<file path="src/rtl/txq_pkg.sv">
package txq_pkg;

  localparam int WORD_W = 32;
  localparam int LEN_W  = 11;
  localparam int PORT_W = 3;

  // mode word bit positions (software decodes these)
  localparam int MB_SOP   = 31;
  localparam int MB_EOP   = 30;
  localparam int MB_OWN   = 29;
  localparam int MB_EOQ   = 28;
  localparam int MB_TDC   = 27;
  localparam int MB_CRC   = 26;
  localparam int MB_DIR   = 20;
  localparam int MB_PORT0 = 16;

  localparam logic [WORD_W-1:0] TD_SENTINEL = 32'hFFFF_FFFC;
  localparam logic [WORD_W-1:0] DESC_MASK   = 32'hFFFF_FFF0;

  // word offsets inside a descriptor
  localparam logic [1:0] OFS_LINK = 2'd0;
  localparam logic [1:0] OFS_LEN  = 2'd2;
  localparam logic [1:0] OFS_MODE = 2'd3;

  typedef enum logic [2:0] {
    RA_CTRL  = 3'd0,
    RA_HEAD  = 3'd1,
    RA_COMPL = 3'd2,
    RA_TDOWN = 3'd3,
    RA_SRST  = 3'd4
  } reg_addr_e;

  typedef enum logic [2:0] {
    W_IDLE,
    W_REQ_LINK,
    W_REQ_LEN,
    W_REQ_MODE,
    W_CHECK,
    W_EMIT,
    W_RETIRE,
    W_ABORT
  } walk_state_e;

endpackage

</file>
<file path="src/rtl/txq_route.sv">
module txq_route
  import txq_pkg::*;
(
  input  logic [WORD_W-1:0] mode,
  output logic              directed,
  output logic [PORT_W-1:0] port
);
  logic [PORT_W-1:0] field;
  logic              legal;

  always_comb begin
    field    = mode[MB_PORT0 +: PORT_W];
    legal    = mode[MB_DIR] && ((field == PORT_W'(1)) || (field == PORT_W'(2)));
    directed = legal;
    port     = legal ? field : '0;
  end
endmodule

</file>
<file path="src/rtl/txq_regs.sv">
module txq_regs
  import txq_pkg::*;
#(
  parameter int CHAN_ID     = 0,
  parameter int SRST_CYCLES = 4
) (
  input  logic              clk,
  input  logic              rst,
  input  logic              reg_wr,
  input  logic              reg_rd,
  input  logic [2:0]        reg_addr,
  input  logic [WORD_W-1:0] reg_wdata,
  output logic [WORD_W-1:0] reg_rdata,
  output logic              head_err,
  input  logic              eng_busy,
  input  logic [WORD_W-1:0] eng_head,
  input  logic              td_done,
  output logic              start,
  output logic [WORD_W-1:0] start_ptr,
  output logic              td_req,
  output logic              eng_rst
);
  localparam int CW = $clog2(SRST_CYCLES + 1);

  logic              enable;
  logic [WORD_W-1:0] compl;
  logic [CW-1:0]     srst_cnt;
  logic              srst_active;
  logic              wr_head;

  always_comb begin
    srst_active = (srst_cnt != '0);
    wr_head     = reg_wr && (reg_addr == RA_HEAD);
    start       = wr_head && enable && !eng_busy && (reg_wdata != '0) && !srst_active;
    start_ptr   = reg_wdata;
    td_req      = reg_wr && (reg_addr == RA_TDOWN) && (reg_wdata == WORD_W'(CHAN_ID))
                  && !srst_active;
    eng_rst     = rst || srst_active;
  end

  always_ff @(posedge clk) begin
    if (rst) begin
      enable    <= 1'b0;
      compl     <= '0;
      srst_cnt  <= '0;
      head_err  <= 1'b0;
      reg_rdata <= '0;
    end else begin
      head_err <= wr_head && eng_busy;
      if (srst_active) begin
        srst_cnt <= srst_cnt - 1'b1;
        enable   <= 1'b0;
        compl    <= '0;
      end else if (reg_wr) begin
        case (reg_addr)
          RA_CTRL:  enable <= reg_wdata[0];
          RA_COMPL: compl  <= reg_wdata;
          RA_SRST:  if (reg_wdata[0]) srst_cnt <= CW'(SRST_CYCLES);
          default:  ;
        endcase
      end
      if (td_done) compl <= TD_SENTINEL;
      if (reg_rd) begin
        case (reg_addr)
          RA_CTRL:  reg_rdata <= {{(WORD_W-1){1'b0}}, enable};
          RA_HEAD:  reg_rdata <= eng_head;
          RA_COMPL: reg_rdata <= compl;
          RA_SRST:  reg_rdata <= {{(WORD_W-1){1'b0}}, srst_active};
          default:  reg_rdata <= '0;
        endcase
      end
    end
  end
endmodule

</file>
<file path="src/rtl/txq_walker.sv">
module txq_walker
  import txq_pkg::*;
#(
  parameter int AW = 10
) (
  input  logic              clk,
  input  logic              rst,
  input  logic              start,
  input  logic [WORD_W-1:0] start_ptr,
  input  logic              td_req,
  output logic              busy,
  output logic [WORD_W-1:0] cur_ptr,
  output logic              td_done,
  output logic              mem_req,
  output logic              mem_we,
  output logic [AW-1:0]     mem_addr,
  output logic [WORD_W-1:0] mem_wdata,
  input  logic [WORD_W-1:0] mem_rdata,
  output logic              out_valid,
  input  logic              out_ready,
  output logic [LEN_W-1:0]  out_len,
  output logic              out_directed,
  output logic [PORT_W-1:0] out_port
);
  walk_state_e       state;
  logic [WORD_W-1:0] link_q;
  logic [WORD_W-1:0] mode_q;
  logic [LEN_W-1:0]  len_q;
  logic              td_pend;
  logic              td_any;
  logic              rt_dir;
  logic [PORT_W-1:0] rt_port;
  logic [1:0]        ofs;

  txq_route i_route (
    .mode     (mem_rdata),
    .directed (rt_dir),
    .port     (rt_port)
  );

  always_comb begin
    td_any    = td_pend || td_req;
    busy      = (state != W_IDLE);
    mem_req   = 1'b0;
    mem_we    = 1'b0;
    mem_wdata = '0;
    ofs       = OFS_LINK;
    case (state)
      W_REQ_LINK: begin mem_req = 1'b1; ofs = OFS_LINK; end
      W_REQ_LEN:  begin mem_req = 1'b1; ofs = OFS_LEN;  end
      W_REQ_MODE: begin mem_req = 1'b1; ofs = OFS_MODE; end
      W_RETIRE: begin
        mem_req   = 1'b1;
        mem_we    = 1'b1;
        ofs       = OFS_MODE;
        mem_wdata = mode_q;
        mem_wdata[MB_OWN] = 1'b0;
        if (link_q == '0) mem_wdata[MB_EOQ] = 1'b1;
      end
      W_ABORT: begin
        mem_req   = 1'b1;
        mem_we    = 1'b1;
        ofs       = OFS_MODE;
        mem_wdata = mode_q;
        mem_wdata[MB_OWN] = 1'b0;
        mem_wdata[MB_TDC] = 1'b1;
      end
      default: ;
    endcase
    mem_addr = {cur_ptr[AW+1:4], ofs};
  end

  always_ff @(posedge clk) begin
    if (rst) begin
      state        <= W_IDLE;
      cur_ptr      <= '0;
      link_q       <= '0;
      mode_q       <= '0;
      len_q        <= '0;
      td_pend      <= 1'b0;
      td_done      <= 1'b0;
      out_valid    <= 1'b0;
      out_len      <= '0;
      out_directed <= 1'b0;
      out_port     <= '0;
    end else begin
      td_done <= 1'b0;
      if (td_req) td_pend <= 1'b1;
      case (state)
        W_IDLE: begin
          if (td_any) begin
            td_done <= 1'b1;
            td_pend <= 1'b0;
          end else if (start) begin
            cur_ptr <= start_ptr & DESC_MASK;
            state   <= W_REQ_LINK;
          end
        end
        W_REQ_LINK: state <= W_REQ_LEN;
        W_REQ_LEN: begin
          link_q <= mem_rdata;
          state  <= W_REQ_MODE;
        end
        W_REQ_MODE: begin
          len_q <= mem_rdata[LEN_W-1:0];
          state <= W_CHECK;
        end
        W_CHECK: begin
          mode_q <= mem_rdata;
          if (!mem_rdata[MB_OWN]) begin
            cur_ptr <= '0;
            state   <= W_IDLE;
            if (td_any) begin
              td_done <= 1'b1;
              td_pend <= 1'b0;
            end
          end else if (td_any) begin
            state <= W_ABORT;
          end else begin
            out_valid    <= 1'b1;
            out_len      <= len_q;
            out_directed <= rt_dir;
            out_port     <= rt_port;
            state        <= W_EMIT;
          end
        end
        W_EMIT: begin
          if (out_ready) begin
            out_valid <= 1'b0;
            state     <= W_RETIRE;
          end else if (td_any) begin
            out_valid <= 1'b0;
            state     <= W_ABORT;
          end
        end
        W_RETIRE: begin
          if (link_q == '0) begin
            cur_ptr <= '0;
            state   <= W_IDLE;
          end else begin
            cur_ptr <= link_q & DESC_MASK;
            state   <= W_REQ_LINK;
          end
        end
        W_ABORT: begin
          cur_ptr <= '0;
          td_done <= 1'b1;
          td_pend <= 1'b0;
          state   <= W_IDLE;
        end
        default: state <= W_IDLE;
      endcase
    end
  end
endmodule

</file>
<file path="src/rtl/txq_desc_engine.sv">
module txq_desc_engine
  import txq_pkg::*;
#(
  parameter int AW          = 10,
  parameter int CHAN_ID     = 0,
  parameter int SRST_CYCLES = 4
) (
  input  logic              clk,
  input  logic              rst,
  input  logic              reg_wr,
  input  logic              reg_rd,
  input  logic [2:0]        reg_addr,
  input  logic [WORD_W-1:0] reg_wdata,
  output logic [WORD_W-1:0] reg_rdata,
  output logic              head_err,
  output logic              busy,
  output logic              mem_req,
  output logic              mem_we,
  output logic [AW-1:0]     mem_addr,
  output logic [WORD_W-1:0] mem_wdata,
  input  logic [WORD_W-1:0] mem_rdata,
  output logic              out_valid,
  input  logic              out_ready,
  output logic [LEN_W-1:0]  out_len,
  output logic              out_directed,
  output logic [PORT_W-1:0] out_port
);
  logic              start;
  logic [WORD_W-1:0] start_ptr;
  logic              td_req;
  logic              td_done;
  logic              eng_rst;
  logic [WORD_W-1:0] cur_ptr;

  txq_regs #(
    .CHAN_ID     (CHAN_ID),
    .SRST_CYCLES (SRST_CYCLES)
  ) i_regs (
    .clk       (clk),
    .rst       (rst),
    .reg_wr    (reg_wr),
    .reg_rd    (reg_rd),
    .reg_addr  (reg_addr),
    .reg_wdata (reg_wdata),
    .reg_rdata (reg_rdata),
    .head_err  (head_err),
    .eng_busy  (busy),
    .eng_head  (cur_ptr),
    .td_done   (td_done),
    .start     (start),
    .start_ptr (start_ptr),
    .td_req    (td_req),
    .eng_rst   (eng_rst)
  );

  txq_walker #(
    .AW (AW)
  ) i_walker (
    .clk          (clk),
    .rst          (eng_rst),
    .start        (start),
    .start_ptr    (start_ptr),
    .td_req       (td_req),
    .busy         (busy),
    .cur_ptr      (cur_ptr),
    .td_done      (td_done),
    .mem_req      (mem_req),
    .mem_we       (mem_we),
    .mem_addr     (mem_addr),
    .mem_wdata    (mem_wdata),
    .mem_rdata    (mem_rdata),
    .out_valid    (out_valid),
    .out_ready    (out_ready),
    .out_len      (out_len),
    .out_directed (out_directed),
    .out_port     (out_port)
  );
endmodule

</file>
<file path="config.mk">
export PLATFORM = sky130hd
export DESIGN_NAME = txq_desc_engine
export DESIGN_NICKNAME = d
export VERILOG_FILES = /design/src/rtl/txq_pkg.sv /design/src/rtl/txq_route.sv /design/src/rtl/txq_regs.sv /design/src/rtl/txq_walker.sv /design/src/rtl/txq_desc_engine.sv
export SDC_FILE = /design/constraint.sdc
export NUM_CORES = 1
export LEC_CHECK = 0
export CAP_MARGIN = 40
export CORE_UTILIZATION = 40
export CTS_BUF_LIST = sky130_fd_sc_hd__clkbuf_4
export DETAILED_ROUTE_END_ITERATION = 8
export PLACE_DENSITY = 0.69
export SYNTH_ARGS = -nofsm -noshare
export SYNTH_HDL_FRONTEND = slang
export SYNTH_SLANG_ARGS = --single-unit
</file>
<file path="constraint.sdc">
create_clock -name clk -period 1.8 [get_ports clk]
set_clock_uncertainty 0.15 [all_clocks]
set_input_delay 0.27 -clock clk [delete_from_list [all_inputs] [get_ports clk]]
set_output_delay 0.27 -clock clk [all_outputs]
set_load 0.005 [all_outputs]
</file>
==> After elaboration in Yosys (flattened, before gate mapping) <==
Cells that the tools add are included.
{ "word_totals": {"register_bits": 197, "latchBits": 0, "ram_bits": 0, "mem_bits_ro": 0, "in_bits": 72, "wordCells": 120, "memories": 0} }
{ "op_classes": {"addsub": 1, "multipliers": 0, "div": 0, "magnitude_cmp": 0, "eq_ne": 19, "shift": 0, "n_mux": 40, "bitwise": 1, "n_reduce_logical": 42} }
{ "op_table": {"columns": ["operator", "count"], "rows": [
  ["two-way mux 32 bit", 8],
  ["case mux 32 bit (4 select lines)", 2],
  ["zero test 32 bit", 2],
  ["case mux 32 bit (2 select lines)", 1],
  ["nonzero test 32 bit", 1],
  ["two-way mux 3 bit", 10],
  ["case mux 3 bit (8 select lines)", 1],
  ["equality test 3 x 2 -> 1 bit, second input constant", 5],
  ["equality test 3 bit, second input constant", 5],
  ["two-way mux 1 bit", 13],
  ["nonzero test 3 bit", 4],
  ["logical AND 1 bit", 10],
  ["!= test 2 bit, second input constant", 5],
  ["equality test 3 x 1 -> 1 bit, second input constant", 3],
  ["AND reduction 3 bit", 3],
  ["AND reduction 4 bit", 2],
  ["nonzero test 2 bit", 4],
  ["zero test 3 bit", 2],
  ["case mux 1 bit (3 select lines)", 2],
  ["AND reduction 2 bit", 3],
  ["OR reduction 3 bit", 2],
  ["OR reduction 5 bit", 1],
  ["case mux 2 bit (2 select lines)", 1],
  ["nonzero test 4 bit", 1],
  ["other kinds (8)", 12]
]} }

==> Longest topological paths before layout <==
{ "depth": {"depth_word": 9, "depth_mapped": 8} }

==> Hierarchy <==
Synthesis repeated with hierarchy kept, for this count alone.
{ "unflattened": {"hier_cells": 1001, "hier_area_um2": 8520.7} }
{ "by_module_without_submodules": {"columns": ["module", "instances", "cells_per_inst", "area_each_um2"], "rows": [
  ["txq_walker", 1, 659, 5173.7],
  ["txq_regs", 1, 334, 3300.7],
  ["txq_route", 1, 8, 46.3]
]} }

==> Worst setup path after synthesis <==
No wires, ideal clock.
{ "synth_timing": {"path_kind": "input to register", "from": "in reg_wdata[5]", "to": "reg i_walker.state[1]", "t_arrival_ps": 1674, "t_required_ps": 1564, "path_slack_ps": -110, "cell_stages": 6, "n_path_buf": 1, "cell_sequence": "nor4_1 nand4_1 o21a_1 buf_6 a221o_1 a221oi_2"} }
{ "synth_between": {"elab_chain_cells": 7, "word_cells_on_any_way": 14} }
{ "synth_rtl": {"columns": ["element", "line_no", "rtl"], "rows": [
  ["start: declaration", "txq_desc_engine.sv:13", "input logic [WORD_W-1:0] reg_wdata,"],
  ["zero test 32 bit", "txq_regs.sv:36", "td_req = reg_wr && (reg_addr == RA_TDOWN) && (reg_wdata == WORD_W'(CHAN_ID))"],
  ["logical AND 1 bit", "txq_regs.sv:36", null],
  ["logical AND 1 bit", "txq_regs.sv:37", "&& !srst_active;"],
  ["logical OR 1 bit", "txq_walker.sv:42", "td_any = td_pend || td_req;"],
  ["two-way mux 2 bit", "txq_walker.sv:117", "end else if (td_any) begin"],
  ["two-way mux 3 bit", "txq_walker.sv:110", "if (!mem_rdata[MB_OWN]) begin"],
  ["case mux 3 bit (8 select lines)", "txq_walker.sv:89", "case (state)"],
  ["end signal: assignment", "txq_walker.sv:96", "state <= W_REQ_LINK;"],
  ["end signal: assignment", "txq_walker.sv:112", "state <= W_IDLE;"],
  ["end signal: assignment", "txq_walker.sv:118", "state <= W_ABORT;"],
  ["end: declaration", "txq_walker.sv:25", "walk_state_e state;"]
]} }
Several ways; a longest one is shown, not always the timed one.
A chain may end at the register's enable or synchronous reset.

==> Worst setup path after layout <==
{ "layout_timing": {"from": "reg i_walker.link_q[6]", "to": "out mem_wdata[28]"} }
{ "layout_between": {"elab_chain_cells": 3} }
{ "layout_rtl": {"columns": ["element", "line_no", "rtl"], "rows": [
  ["start: declaration", "txq_walker.sv:26", "logic [WORD_W-1:0] link_q;"],
  ["start signal: assignment", "txq_walker.sv:101", "link_q <= mem_rdata;"],
  ["zero test 32 bit", "txq_walker.sv:58", "if (link_q == '0) mem_wdata[MB_EOQ] = 1'b1;"],
  ["two-way mux 1 bit", "txq_walker.sv:58", null],
  ["case mux 32 bit (2 select lines)", "txq_walker.sv:48", "case (state)"],
  ["end: declaration", "txq_desc_engine.sv:20", "output logic [WORD_W-1:0] mem_wdata,"]
]} }
No other way between the ends.

==> impl_metrics.yaml <==
timing:
  hold_viol_final: 0
  setup_ws_ns: -0.627
  fmax_mhz: 412
  max_slew_margin_pct: 59.8
  setup-tns-final_ns: -16.22
  finalSetupViolations: 83
  max_slew.worst_pin.slew_ns: 0.604
  rsz0062_at_grt: "true"
  finalMaxSlewViolations: 0
  post-route-period-util_pct: 135
  min_period_ns: 2.43
clocking:
  tritoncts: "yes"
  clkTransAtPathRegs_ns: 0.16
  clock_sinks: 192
  numCtsBuffers: 17
  clock_latency_ns: 0.60
  cts_max_level: 4
  clk_path_buf_depth: 2
  root_buffer: "clkbuf_4"
setup_path:
  crit_required_ns: 1.38
  worstPathMaxFanout: 2
  arrival_ns: 2.01
  crit_type: "reg2out"
  worst_setup_path_end_kind: "output pin"
  start_kind: "register"
route:
  via_count: 8646
  postRouteAntennaNets: 0
  wl_per_cell_um: 18.4
  drt_first_iter_violations: 887
  via_per_inst: 5.50
  top_layer: "met4"
  first_pass_iters: 5
  met1_length_um: 12700
  wirelength_um: 29000
  wl_met3_um: 2290
  route.met2.wl_um: 13600
  drc_errors: 0
cells_and_area:
  mostFrequentLayoutCells: "nand2_1 (171), a21oi_1 (162), dfxtp_1 (129), buf_4 (128), nor2_1 (71)"
  final_area_um2: 12600
  utilization_pct: 62.1
  drive_gt1_share_pct: 34.2
  fin_nets: 1359
  num-fill-cells: 1707
  final_common_cell: "nand2_1"
  area_growth_pct: 51.0
placed_design:
  dpl.hpwl_um: 18100
  postPlaceCellArea_um2: 11100
  port_buffers: 164
  routabilityCongestion: 0.859
synth:
  synth_cell_types: 49
  synth_cells: 1027
  ys_seq_area_share_pct: 45.9
  syn-num-nets: 1099
  yosys_register_bits: 192
  synth_area_um2: 8370
  ys_warn_count: 0
  syn_avg_cell_area_um2: 8.15
grt:
  grtUsageTotal_pct: 26.0
  grt_max_degree: 81
  grt_pass1_vias: 7982
  antenna_found_initial: 1
  grt_pass1_wl_um: 43800
  grt-ovfl-total: 0
floorplanning:
  core_area_um2: 20400
  io-pin-count: 166
  die_height_um: 147
  num_rows: 52
  chipWidth_um: 147
  die_area_um2: 21500
  start_util_pct: 41.1
pwr:
  peakVddDrop_v: 0.000387
  p_per_area_nw_per_um2: 624
  p_leak_uw: 0.00503
status:
  outcome: "finished, violations left"
  violations: "setup timing"
flow_run:
  maxCapViolCount: 0
hold_path:
  hp-class: "in2reg"
## kinds of logic (layout without fill, tap and decap cells)
family | count (synthesis) | after routing | share of synthesized area, %
muxes | 33 | 33 | 4.40
DFF | 192 | 192 | 45.9
xor gates and xnor gates | 1 | 1 | 0.105
buffers and inverters | 108 | 381 | 5.46
other | 1 | 2 | 0.0448
AOI/OAI and AO/OA | 289 | 289 | 21.4
and+or+nand+nor | 403 | 403 | 22.6
## synthesized netlist by cell type, drive strengths merged
| library cell | instances | area [um2] |
|---|---|---|
| o221a | 1 | 11.3 |
| a221o | 1 | 10.0 |
| conb | 1 | 3.75 |
| o22ai | 2 | 12.5 |
| a221oi | 1 | 15.0 |
| and3 | 31 | 194 |
| a21o | 1 | 7.51 |
| nor3 | 7 | 35.0 |
| nand2b | 6 | 37.5 |
| nor2b | 31 | 194 |
| nand2 | 172 | 646 |
| dfxtp | 192 | 3840 |
| or3b | 1 | 8.76 |
| xnor2 | 1 | 8.76 |
| o311a | 1 | 10.0 |
| nor4 | 17 | 106 |
| and2 | 4 | 25.0 |
| nor2 | 76 | 285 |
| mux2 | 30 | 338 |
| o211a | 1 | 10.0 |
| nand4 | 5 | 31.3 |
| and4 | 1 | 8.76 |
| a22o | 28 | 245 |
| a211oi | 1 | 7.51 |
| o21ai | 18 | 90.1 |
| o21a | 2 | 15.0 |
| o31ai | 1 | 7.51 |
| o211ai | 1 | 7.51 |
| or3 | 28 | 175 |
| nor3b | 3 | 27.5 |
| inv | 6 | 22.5 |
| nand3 | 19 | 95.1 |
| buf | 23 | 138 |
| nor4b | 2 | 23.8 |
| clkbuf | 79 | 297 |
| o311ai | 29 | 262 |
| a21oi | 172 | 865 |
| mux2i | 3 | 30.0 |
| a22oi | 29 | 218 |
## through the flow
step	hold WS (ns)	setup WS [ns]	instances	power, uW
2_1_floorplan	0.238	-0.0413	1027	4980
3_3_place_gp	0.287	-0.675	1488	5550
3_5_place_dp	0.289	-0.727	1488	5570
4_1_cts	0.00489	-0.614	1549	7850
5_1_grt	0.0585	-0.756	1571	8180
6_report	0.0875	-0.627	1571	7890
## critical path, stage by stage, from the launching register on
cell     delay (ns)
dfxtp_2        0.38
nor4_4         0.28
nand4_1        0.18
buf_4          0.18
nor3_2         0.12
nor2_1         0.06
nor2_1         0.09
buf_2          0.13
## path summary, 6_finish.rpt
check | from | endpoint | slack (ns) | cells after the start
worst min register to register | i_walker.len_q[6]$_SDFFE_PP0P_ | i_walker.out_len[6]$_SDFFE_PP0P_ | 0.30 | 2
worst max-delay path | i_walker.link_q[6]$_SDFFE_PP0P_ | mem_wdata[28] | -0.63 | 7
worst max register to register | i_walker.state[2]$_SDFFE_PP0P_ | i_walker.cur_ptr[28]$_SDFFE_PP0P_ | -0.25 | 8
worst min-delay path | reg_wdata[7] | i_walker.cur_ptr[7]$_SDFFE_PP0P_ | 0.09 | 3
## timing repair
action | CTS | global route
hold endpoints to repair | 9 | 1
gates resized for setup | 301 | 151
setup buffers | 32 | 19
cloned | 4 | 4
hold buffers | 1 | 1
pin swaps | 48 | 29
setup endpoints to repair | 141 | 115
## final cells by class
cell class / count / area [um2] / share of cell area (%)
clock buffer: 18 / 135 / 1.07
antenna: 1 / 2.50 / 0.0198
timing repair buffer: 343 / 3270 / 25.9
inverter: 6 / 25.0 / 0.198
sequential: 192 / 3940 / 31.2
tap: 270 / 338 / 2.67
multi-input combinational: 727 / 4800 / 38.0
clock inverter: 14 / 126 / 1.00
## metal layers
layer	vias up	track usage (%)
met2	351	41.2
met5	-	0
li1	4139	-
met4	0	5.89
met1	4120	35.7
met3	36	6.03
## state kept, by name, indices dropped and copies added (netlist names)
signal                 flops
i_regs.head_err            1
i_walker.out_directed      1
i_walker.mode_q           31
i_regs.compl              32
i_walker.out_port          3
i_walker.cur_ptr          28
i_walker.out_len          11
i_walker.state             3
i_walker.out_valid         1
i_regs.srst_cnt            3
i_walker.len_q            11
i_walker.link_q           32
i_walker.td_done           1
i_regs.reg_rdata          32
i_regs.enable              1
i_walker.td_pend           1
## power breakdown
| part | switching (uW) | total (uW) | internal [uW] |
|---|---|---|---|
| Sequential | 71.7 | 4420 | 4340 |
| Clock | 1620 | 2230 | 607 |
| Combinational | 637 | 1250 | 609 |
Power figures use the tool's default switching activity.
